--- config.mk ---
export PLATFORM = sky130hd
export DESIGN_NAME = seg_addr_gen
export DESIGN_NICKNAME = d
export VERILOG_FILES = /design/src/rtl/eag_pkg.sv /design/src/rtl/eag_modrm_decode.sv /design/src/rtl/eag_offset_calc.sv /design/src/rtl/eag_phys_calc.sv /design/src/rtl/seg_addr_gen.sv
export SDC_FILE = /design/constraint.sdc
export NUM_CORES = 1
export LEC_CHECK = 0
export BUFFER_PORTS_ARGS = -buffer_cell sky130_fd_sc_hd__buf_2
export CAP_MARGIN = 30
export CORE_MARGIN = 4
export CORE_UTILIZATION = 48
export DETAILED_ROUTE_END_ITERATION = 10
export PLACE_DENSITY_LB_ADDON = 0.05
export SYNTH_ARGS = -nofsm -noshare
export SYNTH_HDL_FRONTEND = slang
export SYNTH_SLANG_ARGS = --single-unit
--- constraint.sdc ---
create_clock -name clk -period 7 [get_ports clk]
set_clock_uncertainty 0.05 [all_clocks]
set_input_delay 0.35 -clock clk [delete_from_list [all_inputs] [get_ports clk]]
set_output_delay 0.35 -clock clk [all_outputs]
set_load 0.01 [all_outputs]
--- src/rtl/eag_pkg.sv ---
package eag_pkg;

    localparam int unsigned EAG_BYTE_W    = 8;
    localparam int unsigned EAG_OFS_W     = 2 * EAG_BYTE_W;
    localparam int unsigned EAG_SEG_SHIFT = 4;
    localparam int unsigned EAG_PHYS_W    = EAG_OFS_W + EAG_SEG_SHIFT;
    localparam int unsigned EAG_FLD_W     = 3;
    localparam int unsigned EAG_RIDX_W    = EAG_FLD_W + 1;

    localparam logic [1:0] MODE_NODISP = 2'b00;
    localparam logic [1:0] MODE_D8     = 2'b01;
    localparam logic [1:0] MODE_D16    = 2'b10;
    localparam logic [1:0] MODE_REG    = 2'b11;
    localparam logic [EAG_FLD_W-1:0] SEL_BP_OR_DIRECT = 3'b110;

    typedef enum logic [1:0] {
        SEG_ES = 2'b00,
        SEG_CS = 2'b01,
        SEG_SS = 2'b10,
        SEG_DS = 2'b11
    } seg_code_e;

    typedef enum logic [1:0] {
        BASE_NONE = 2'd0,
        BASE_BX   = 2'd1,
        BASE_BP   = 2'd2
    } base_sel_e;

    typedef enum logic [1:0] {
        IDX_NONE = 2'd0,
        IDX_SI   = 2'd1,
        IDX_DI   = 2'd2
    } idx_sel_e;

    typedef enum logic [1:0] {
        DSP_NONE = 2'd0,
        DSP_S8   = 2'd1,
        DSP_W16  = 2'd2
    } disp_kind_e;

    typedef struct packed {
        logic                    valid;
        logic                    is_reg;
        logic [EAG_RIDX_W-1:0]   rm_idx;
        logic [EAG_RIDX_W-1:0]   fld_idx;
        logic [1:0]              disp_bytes;
        seg_code_e               seg;
        logic [EAG_OFS_W-1:0]    offset;
        logic [EAG_PHYS_W-1:0]   phys;
    } eag_out_t;

endpackage

--- src/rtl/eag_modrm_decode.sv ---
module eag_modrm_decode
    import eag_pkg::*;
(
    input  logic [1:0]           mode,
    input  logic [EAG_FLD_W-1:0] sel,
    output base_sel_e            base_sel,
    output idx_sel_e             idx_sel,
    output disp_kind_e           disp_kind,
    output logic [1:0]           disp_bytes,
    output logic                 is_reg,
    output logic                 stack_rel
);

    always_comb begin
        base_sel   = BASE_NONE;
        idx_sel    = IDX_NONE;
        disp_kind  = DSP_NONE;
        disp_bytes = 2'd0;
        is_reg     = 1'b0;

        // selector table: base/index pair
        case (sel)
            3'b000: begin base_sel = BASE_BX;   idx_sel = IDX_SI;   end
            3'b001: begin base_sel = BASE_BX;   idx_sel = IDX_DI;   end
            3'b010: begin base_sel = BASE_BP;   idx_sel = IDX_SI;   end
            3'b011: begin base_sel = BASE_BP;   idx_sel = IDX_DI;   end
            3'b100: begin base_sel = BASE_NONE; idx_sel = IDX_SI;   end
            3'b101: begin base_sel = BASE_NONE; idx_sel = IDX_DI;   end
            3'b110: begin base_sel = BASE_BP;   idx_sel = IDX_NONE; end
            default: begin base_sel = BASE_BX;  idx_sel = IDX_NONE; end
        endcase

        case (mode)
            MODE_NODISP: begin
                if (sel == SEL_BP_OR_DIRECT) begin
                    base_sel   = BASE_NONE;
                    disp_kind  = DSP_W16;
                    disp_bytes = 2'd2;
                end
            end
            MODE_D8: begin
                disp_kind  = DSP_S8;
                disp_bytes = 2'd1;
            end
            MODE_D16: begin
                disp_kind  = DSP_W16;
                disp_bytes = 2'd2;
            end
            default: begin
                base_sel = BASE_NONE;
                idx_sel  = IDX_NONE;
                is_reg   = 1'b1;
            end
        endcase

        stack_rel = (base_sel == BASE_BP);
    end

endmodule

--- src/rtl/eag_offset_calc.sv ---
module eag_offset_calc
    import eag_pkg::*;
#(
    parameter int unsigned OFS_W  = EAG_OFS_W,
    parameter int unsigned BYTE_W = EAG_BYTE_W
) (
    input  base_sel_e          base_sel,
    input  idx_sel_e           idx_sel,
    input  disp_kind_e         disp_kind,
    input  logic [OFS_W-1:0]   bx_val,
    input  logic [OFS_W-1:0]   bp_val,
    input  logic [OFS_W-1:0]   si_val,
    input  logic [OFS_W-1:0]   di_val,
    input  logic [BYTE_W-1:0]  disp_lo,
    input  logic [BYTE_W-1:0]  disp_hi,
    output logic [OFS_W-1:0]   offset
);

    localparam int unsigned EXT_W = OFS_W - BYTE_W;

    logic [OFS_W-1:0] base_term;
    logic [OFS_W-1:0] idx_term;
    logic [OFS_W-1:0] disp_term;
    logic [OFS_W-1:0] disp_s8;
    logic [OFS_W-1:0] disp_w16;

    generate
        if (OFS_W > 2 * BYTE_W) begin : g_wide_ofs
            assign disp_w16 = {{(OFS_W - 2 * BYTE_W){1'b0}}, disp_hi, disp_lo};
        end else begin : g_exact_ofs
            assign disp_w16 = OFS_W'({disp_hi, disp_lo});
        end
    endgenerate

    assign disp_s8 = {{EXT_W{disp_lo[BYTE_W-1]}}, disp_lo};

    always_comb begin
        case (base_sel)
            BASE_BX: base_term = bx_val;
            BASE_BP: base_term = bp_val;
            default: base_term = '0;
        endcase
        case (idx_sel)
            IDX_SI:  idx_term = si_val;
            IDX_DI:  idx_term = di_val;
            default: idx_term = '0;
        endcase
        case (disp_kind)
            DSP_S8:  disp_term = disp_s8;
            DSP_W16: disp_term = disp_w16;
            default: disp_term = '0;
        endcase
        // truncating sum: wraps modulo 2^OFS_W
        offset = base_term + idx_term + disp_term;
    end

endmodule

--- src/rtl/eag_phys_calc.sv ---
module eag_phys_calc
    import eag_pkg::*;
#(
    parameter int unsigned OFS_W     = EAG_OFS_W,
    parameter int unsigned SEG_SHIFT = EAG_SEG_SHIFT,
    localparam int unsigned PHYS_W   = OFS_W + SEG_SHIFT
) (
    input  logic [OFS_W-1:0]  seg_val,
    input  logic [OFS_W-1:0]  offset,
    output logic [PHYS_W-1:0] phys
);

    generate
        if (SEG_SHIFT == 0) begin : g_flat
            assign phys = seg_val + offset;
        end else begin : g_shifted
            logic [PHYS_W-1:0] seg_ext;
            logic [PHYS_W-1:0] ofs_ext;
            assign seg_ext = {seg_val, {SEG_SHIFT{1'b0}}};
            assign ofs_ext = {{SEG_SHIFT{1'b0}}, offset};
            // truncating sum: wraps modulo 2^PHYS_W
            assign phys    = seg_ext + ofs_ext;
        end
    endgenerate

endmodule

--- src/rtl/seg_addr_gen.sv ---
module seg_addr_gen
    import eag_pkg::*;
(
    input  logic                    clk,
    input  logic                    rst_n,
    input  logic                    in_valid,
    input  logic [7:0]              modrm,
    input  logic                    wide,
    input  logic [EAG_BYTE_W-1:0]   disp_lo,
    input  logic [EAG_BYTE_W-1:0]   disp_hi,
    input  logic [EAG_OFS_W-1:0]    bx_val,
    input  logic [EAG_OFS_W-1:0]    bp_val,
    input  logic [EAG_OFS_W-1:0]    si_val,
    input  logic [EAG_OFS_W-1:0]    di_val,
    input  logic [EAG_OFS_W-1:0]    es_val,
    input  logic [EAG_OFS_W-1:0]    cs_val,
    input  logic [EAG_OFS_W-1:0]    ss_val,
    input  logic [EAG_OFS_W-1:0]    ds_val,
    input  logic                    ovr_en,
    input  logic [1:0]              ovr_sel,
    output logic                    out_valid,
    output logic                    is_reg,
    output logic [EAG_RIDX_W-1:0]   rm_reg_idx,
    output logic [EAG_RIDX_W-1:0]   fld_reg_idx,
    output logic [1:0]              disp_bytes,
    output logic [1:0]              seg_sel,
    output logic [EAG_OFS_W-1:0]    ea_offset,
    output logic [EAG_PHYS_W-1:0]   phys_addr
);

    logic [1:0]           f_mode;
    logic [EAG_FLD_W-1:0] f_reg;
    logic [EAG_FLD_W-1:0] f_sel;

    assign f_mode = modrm[7:6];
    assign f_reg  = modrm[5:3];
    assign f_sel  = modrm[2:0];

    base_sel_e            dec_base;
    idx_sel_e             dec_idx;
    disp_kind_e           dec_disp;
    logic [1:0]           dec_nbytes;
    logic                 dec_is_reg;
    logic                 dec_stack;

    eag_modrm_decode u_decode (
        .mode       (f_mode),
        .sel        (f_sel),
        .base_sel   (dec_base),
        .idx_sel    (dec_idx),
        .disp_kind  (dec_disp),
        .disp_bytes (dec_nbytes),
        .is_reg     (dec_is_reg),
        .stack_rel  (dec_stack)
    );

    logic [EAG_OFS_W-1:0] ofs_c;

    eag_offset_calc #(
        .OFS_W  (EAG_OFS_W),
        .BYTE_W (EAG_BYTE_W)
    ) u_offset (
        .base_sel  (dec_base),
        .idx_sel   (dec_idx),
        .disp_kind (dec_disp),
        .bx_val    (bx_val),
        .bp_val    (bp_val),
        .si_val    (si_val),
        .di_val    (di_val),
        .disp_lo   (disp_lo),
        .disp_hi   (disp_hi),
        .offset    (ofs_c)
    );

    seg_code_e            seg_c;
    logic [EAG_OFS_W-1:0] seg_val_c;

    always_comb begin
        if (ovr_en) begin
            seg_c = seg_code_e'(ovr_sel);
        end else if (dec_stack) begin
            seg_c = SEG_SS;
        end else begin
            seg_c = SEG_DS;
        end
        case (seg_c)
            SEG_ES:  seg_val_c = es_val;
            SEG_CS:  seg_val_c = cs_val;
            SEG_SS:  seg_val_c = ss_val;
            default: seg_val_c = ds_val;
        endcase
    end

    logic [EAG_PHYS_W-1:0] phys_c;

    eag_phys_calc #(
        .OFS_W     (EAG_OFS_W),
        .SEG_SHIFT (EAG_SEG_SHIFT)
    ) u_phys (
        .seg_val (seg_val_c),
        .offset  (ofs_c),
        .phys    (phys_c)
    );

    eag_out_t res_d;
    eag_out_t res_q;

    always_comb begin
        res_d       = res_q;
        res_d.valid = in_valid;
        if (in_valid) begin
            res_d.is_reg     = dec_is_reg;
            res_d.rm_idx     = {wide, f_sel};
            res_d.fld_idx    = {wide, f_reg};
            res_d.disp_bytes = dec_nbytes;
            res_d.seg        = seg_c;
            if (dec_is_reg) begin
                res_d.offset = '0;
                res_d.phys   = '0;
            end else begin
                res_d.offset = ofs_c;
                res_d.phys   = phys_c;
            end
        end
    end

    always_ff @(posedge clk) begin
        if (!rst_n) begin
            res_q <= '0;
        end else begin
            res_q <= res_d;
        end
    end

    assign out_valid   = res_q.valid;
    assign is_reg      = res_q.is_reg;
    assign rm_reg_idx  = res_q.rm_idx;
    assign fld_reg_idx = res_q.fld_idx;
    assign disp_bytes  = res_q.disp_bytes;
    assign seg_sel     = res_q.seg;
    assign ea_offset   = res_q.offset;
    assign phys_addr   = res_q.phys;

endmodule

Yosys cells after proc, flatten, opt, wreduce, memory -nomap -nowiden
Index checks and enable logic that the tools add are counted.
{"block": "word_totals", "regBits": 50, "in_bits": 159, "output_inout_bits": 50, "elab_cells": 51}
{"block": "op_classes", "n_addsub": 3, "eq_ne": 16, "mux": 15, "reduce_logical": 9}
{"op": "$pmux W16 S2", "count": 3}
{"op": "$pmux W16 S3", "count": 1}
{"op": "$mux W36", "count": 1}
{"op": "$add A16 B16 Y16", "count": 2}
{"op": "$add A20 B16 Y20", "count": 1}
{"op": "$pmux W2 S2", "count": 3}
{"op": "$reduce_or A3 Y1", "count": 4}
{"op": "$eq A2 B1 Y1 const B", "count": 5}
{"op": "$eq A2 B2 Y1 const B", "count": 5}
{"op": "$eq A3 B3 Y1 const B", "count": 3}
{"op": "$mux W2", "count": 4}
{"op": "$eq A3 B2 Y1 const B", "count": 2}
{"op": "$pmux W2 S3", "count": 1}
{"op": "$logic_not A2 Y1", "count": 2}
{"op": "$reduce_or A2 Y1", "count": 2}
{"op": "$eq A3 B1 Y1 const B", "count": 1}
{"op": "$logic_not A3 Y1", "count": 1}
{"op": "$mux W1", "count": 2}

Depth between registers and ports, before layout
{"block": "logic_depth", "word_depth": 12, "ltp_mapped": 28, "ltp_nobuf": 27}

Hierarchy
From an unflattened synthesis, not the netlist that was laid out.
{"block": "hier_totals", "cells_unflattened": 640, "area_unflattened_um2": 5156.2}
{"mod": "seg_addr_gen", "n_inst": 1, "cells_per_inst": 265, "area_per_inst_um2": 2411.1, "seq_area_each_um2": 980.9}
{"mod": "eag_offset_calc", "n_inst": 1, "cells_per_inst": 244, "area_per_inst_um2": 1788.0, "seq_area_each_um2": 0.0}
{"mod": "eag_phys_calc", "n_inst": 1, "cells_per_inst": 110, "area_per_inst_um2": 802.0, "seq_area_each_um2": 0.0}
{"mod": "eag_modrm_decode", "n_inst": 1, "cells_per_inst": 21, "area_per_inst_um2": 155.1, "seq_area_each_um2": 0.0}

Worst setup path before layout
No wires, ideal clock.
{"block": "synth_path", "path_type": "input port to flip-flop", "from": "input modrm[7]", "to": "register res_q (netlist bit phys_addr[19])", "setup_ps": 117, "arrival_time_ps": 5411, "t_required_ps": 6833, "path_slack_ps": 1423, "stages": 26, "path_buffers": 2, "path_cell_list": "inv_1 > ha_1 > nor2b_1 > a21oi_1 > or3b_2 > inv_1 > ha_1 > buf_2 > buf_1 > a22oi_1 > nor2_1 > fa_1 > ha_1 > fa_1 > a211oi_1 > o21bai_1 > o21ai_1 > o21ai_1 > xor2_1 > ha_1 > nand4_1 > a21oi_1 > o2111ai_1 > a2111oi_4 > xor2_1 > a22o_1"}
{"block": "synth_between", "elab_chain_cells": 10, "word_cells_on_any_way": 27, "cone_classes": "add/sub: 3; eq/ne: 10; mux: 10; reduce/logical: 4"}
{"item": "start: declaration", "line": "seg_addr_gen.sv:7", "rtl": "input logic [7:0] modrm,"}
{"item": "branches (longest 9 deep; another with $add A20 B16 Y20)"}
{"item": "$mux W36 *", "line": "seg_addr_gen.sv:117", "rtl": "if (dec_is_reg) begin"}
{"item": "end signal: assignment", "line": "seg_addr_gen.sv:131", "rtl": "res_q <= res_d;"}
{"item": "end: declaration", "line": "seg_addr_gen.sv:106", "rtl": "eag_out_t res_q;"}
Every way passes the cells marked *.
A chain may end at the register's enable or synchronous reset.

Worst setup path in the final report
{"block": "layout_path", "from": "input modrm[7]", "to": "register res_q (netlist bit phys_addr[18])"}
The elaborated chain is that of the path after synthesis.

==> impl_metrics.json <==
{
  "cts_sinks": 45,
  "cts_made_buffers": 5,
  "holdPathEnd": "fld_reg_idx[1]",
  "fp.dieH_um": 103,
  "fillers": 792,
  "post-cts-setup-buffer-count": 0,
  "whs_path_depth": 3,
  "clk_latency_ns": 0.29,
  "synth_edf_count": 0,
  "gp_congestion": 0.923,
  "diodes": 0,
  "status": "completed",
  "cts_buffer_depth": 2,
  "core_um2": 8760,
  "postCtsHoldBufs": 0,
  "final-hold-violation-count": 0,
  "setup_tns_ns": 0,
  "synth_cells": 520,
  "worstHoldPathType": "input pin to flop",
  "min_from": "modrm[4]",
  "async_flop_share_pct": 0,
  "dr.pass1.iters": 5,
  "io_pins": 209,
  "ys_warn_count": 0,
  "vdd_drop_max_v": 0.000121,
  "cp-end-kind": "flop",
  "r2r_end": "phys_addr[9]",
  "rrSetupSlack_ns": 6.16,
  "overflow": 0,
  "vias": 4378,
  "worst_slack_ns": 0.948,
  "die-area_um2": 10700,
  "critPathLaunchType": "input pin",
  "fmax_mhz": 165,
  "max_slew_margin_pct": 37.2,
  "cts_root_buffer": "clkbuf_8",
  "critPathMaxFanout": 18,
  "htreeDepth": 2,
  "finalNonFillerCells": 811,
  "nets": 912,
  "switching_power_uw": 378,
  "pwr-share-seq_pct": 30.3,
  "multi_input_area_um2": 3160,
  "viasPerCell": 5.40,
  "antenna_found_initial": 0,
  "cts-resized-gates": 0,
  "drc": 0,
  "swShare_pct": 38.4,
  "wl_per_cell_um": 15.7,
  "final_util_pct": 62.8,
  "slew_violations": 0,
  "wirelength_um": 12700,
  "leakage_nw": 2.80,
  "ys_seq_area_share_pct": 20.7,
  "post-place-cells": 803,
  "cp_slowest_cell": "ha_1",
  "power_density_nw_per_um2": 179,
  "required_ns": 7.15,
  "grt_pass1_vias": 4163,
  "port_buffers": 208,
  "syn_nets": 730,
  "synth_area_um2": 4360,
  "tightest_slew_ns": 0.940,
  "finalCritPeriodShare_pct": 86.5,
  "hold_slack_ns": 0.264,
  "max_stage_delay_ns": 0.56,
  "fin_crit_ns": 6.05,
  "ant_nets": 0,
  "hpwl_um": 10800,
  "clk_pin_slew_ns": 0.09,
  "initial_core_util_pct": 49.7,
  "critical_path_class": "input pin to flop",
  "ys_ff_latch": 45,
  "drt_iter0_markers": 125,
  "grt_max_degree": 35,
  "die_w_um": 103,
  "grt_first_pass_wirelength_um": 19100,
  "areaGrowthSynthToFinish_pct": 26.3,
  "synth.distinct_cells": 51,
  "power_frac_clock_pct": 19.9,
  "comb_power_share_pct": 49.8,
  "synthFlopType": "dfxtp_1",
  "r2r-start": "phys_addr[9]",
  "internal-power_uw": 608,
  "ff_latch_area_um2": 901,
  "cts_tree": "yes",
  "drive_gt1_share_pct": 35.8,
  "cap_violations": 0,
  "dp_slack_ns": 0.709,
  "finalSetupViolations": 0,
  "worstPathArrival_ns": 6.20,
  "rows": 34,
  "reg2reg_depth": 2,
  "postSynthAreaPerCell_um2": 8.38,
  "grt_usage_pct": 22.6,
  "rsz0062_at_grt": "no"
}
==> per-stage QoR <==
step                      instance area (um2)  power (mW)
final                                    5500       0.986
after CTS                                5500       0.990
after detailed placement                 5390       0.790
after floorplan                          4360       0.638
after global placement                   5390       0.782
after global routing                     5500        1.06
==> power groups by stage <==
stage	Clock [mW]	Sequential (mW)	Combinational (mW)
floorplan	0	0.316	0.322
global placement	0	0.304	0.478
detailed placement	0	0.304	0.486
CTS	0.201	0.298	0.490
global route	0.212	0.301	0.544
finish	0.197	0.298	0.491
==> kinds of logic (layout without fill, tap and decap cells) <==
family	count (synthesis)	after routing	synth area share [%]
DFF	45	45	20.7
muxes	26	26	5.98
AOI/OAI and AO/OA	167	167	26.9
xor gates and xnor gates	29	29	5.83
and+or+nand+nor	130	130	16.3
adders and majority gates	51	51	17.6
buffers and inverters	72	255	6.72
==> worst max path at each step <==
stage                        start       endpoint  slack, ns
after floorplan           modrm[7]  phys_addr[19]       1.42
after global placement    modrm[7]  phys_addr[19]       0.87
after detailed placement  modrm[7]  phys_addr[18]       0.71
after CTS                 modrm[7]  phys_addr[18]       0.99
after global routing      modrm[7]  phys_addr[18]       0.51
final                     modrm[7]  phys_addr[18]       0.95
==> area by class of cell <==
| type | count | share of cell area (%) |
|---|---|---|
| sequential | 45 | 16.4 |
| clock buffer | 6 | 1.32 |
| clock inverter | 2 | 0.705 |
| multi-input combinational | 403 | 57.5 |
| inverter | 38 | 2.59 |
| tap | 108 | 2.46 |
| timing repair buffer | 209 | 19.1 |
==> Yosys cell counts, types with 4 or more instances <==
cell type / instances / share of area, %
and2_1: 10 / 1.4
a22o_1: 15 / 3.0
mux2i_1: 26 / 6.0
xor2_1: 11 / 2.2
o22ai_1: 15 / 2.2
inv_1: 35 / 3.0
clkbuf_1: 23 / 2.0
o21ai_0: 9 / 1.0
dfxtp_1: 45 / 21
fa_1: 17 / 7.8
nor2_1: 21 / 1.8
ha_1: 34 / 9.8
a22oi_1: 42 / 7.2
xnor2_1: 18 / 3.6
a21oi_1: 46 / 5.3
buf_4: 5 / 0.86
nor2b_1: 30 / 4.3
a21o_1: 7 / 1.2
or2_2: 25 / 3.6
a31oi_1: 4 / 0.57
nand2_1: 23 / 2.0
a211oi_1: 7 / 1.2
==> routing by layer <==
metal,routed length [um],track usage (%),vias up,part of all wire (%)
met4,332,7.07,0,2.6
li1,-,-,2220,-
met5,0,0,-,0
met1,5180,28.3,1939,41
met3,1130,2.95,24,8.9
met2,6070,40.3,195,48
==> critical path: cells and delay by family <==
family	cells	cell delay, ns
compound gates	10	1.86
fa+ha+maj	5	2.15
xor+xnor	2	0.32
simple gates	5	1.17
buf+inv	4	0.36
==> cell usage in the layout (no fill, tap or decap), types with 3 or more instances in the layout <==
| cell | n |
|---|---|
| and2_1 | 10 |
| clkbuf_8 | 5 |
| o22ai_1 | 15 |
| a22o_1 | 15 |
| or2_2 | 25 |
| nand3_1 | 3 |
| xnor2_1 | 18 |
| o21bai_1 | 3 |
| a211oi_1 | 7 |
| o21ai_0 | 9 |
| a22oi_1 | 42 |
| mux2i_1 | 26 |
| nor2b_1 | 30 |
| a31oi_1 | 4 |
| a21oi_1 | 46 |
| inv_1 | 35 |
| a21o_1 | 7 |
| buf_2 | 208 |
| nor4_1 | 3 |
| fa_1 | 17 |
| xor2_1 | 11 |
| nand2_1 | 23 |
| ha_1 | 34 |
| nor3_1 | 3 |
| dfxtp_1 | 45 |
| nor2_1 | 21 |
No activity file was read; power rests on OpenSTA's default activity.
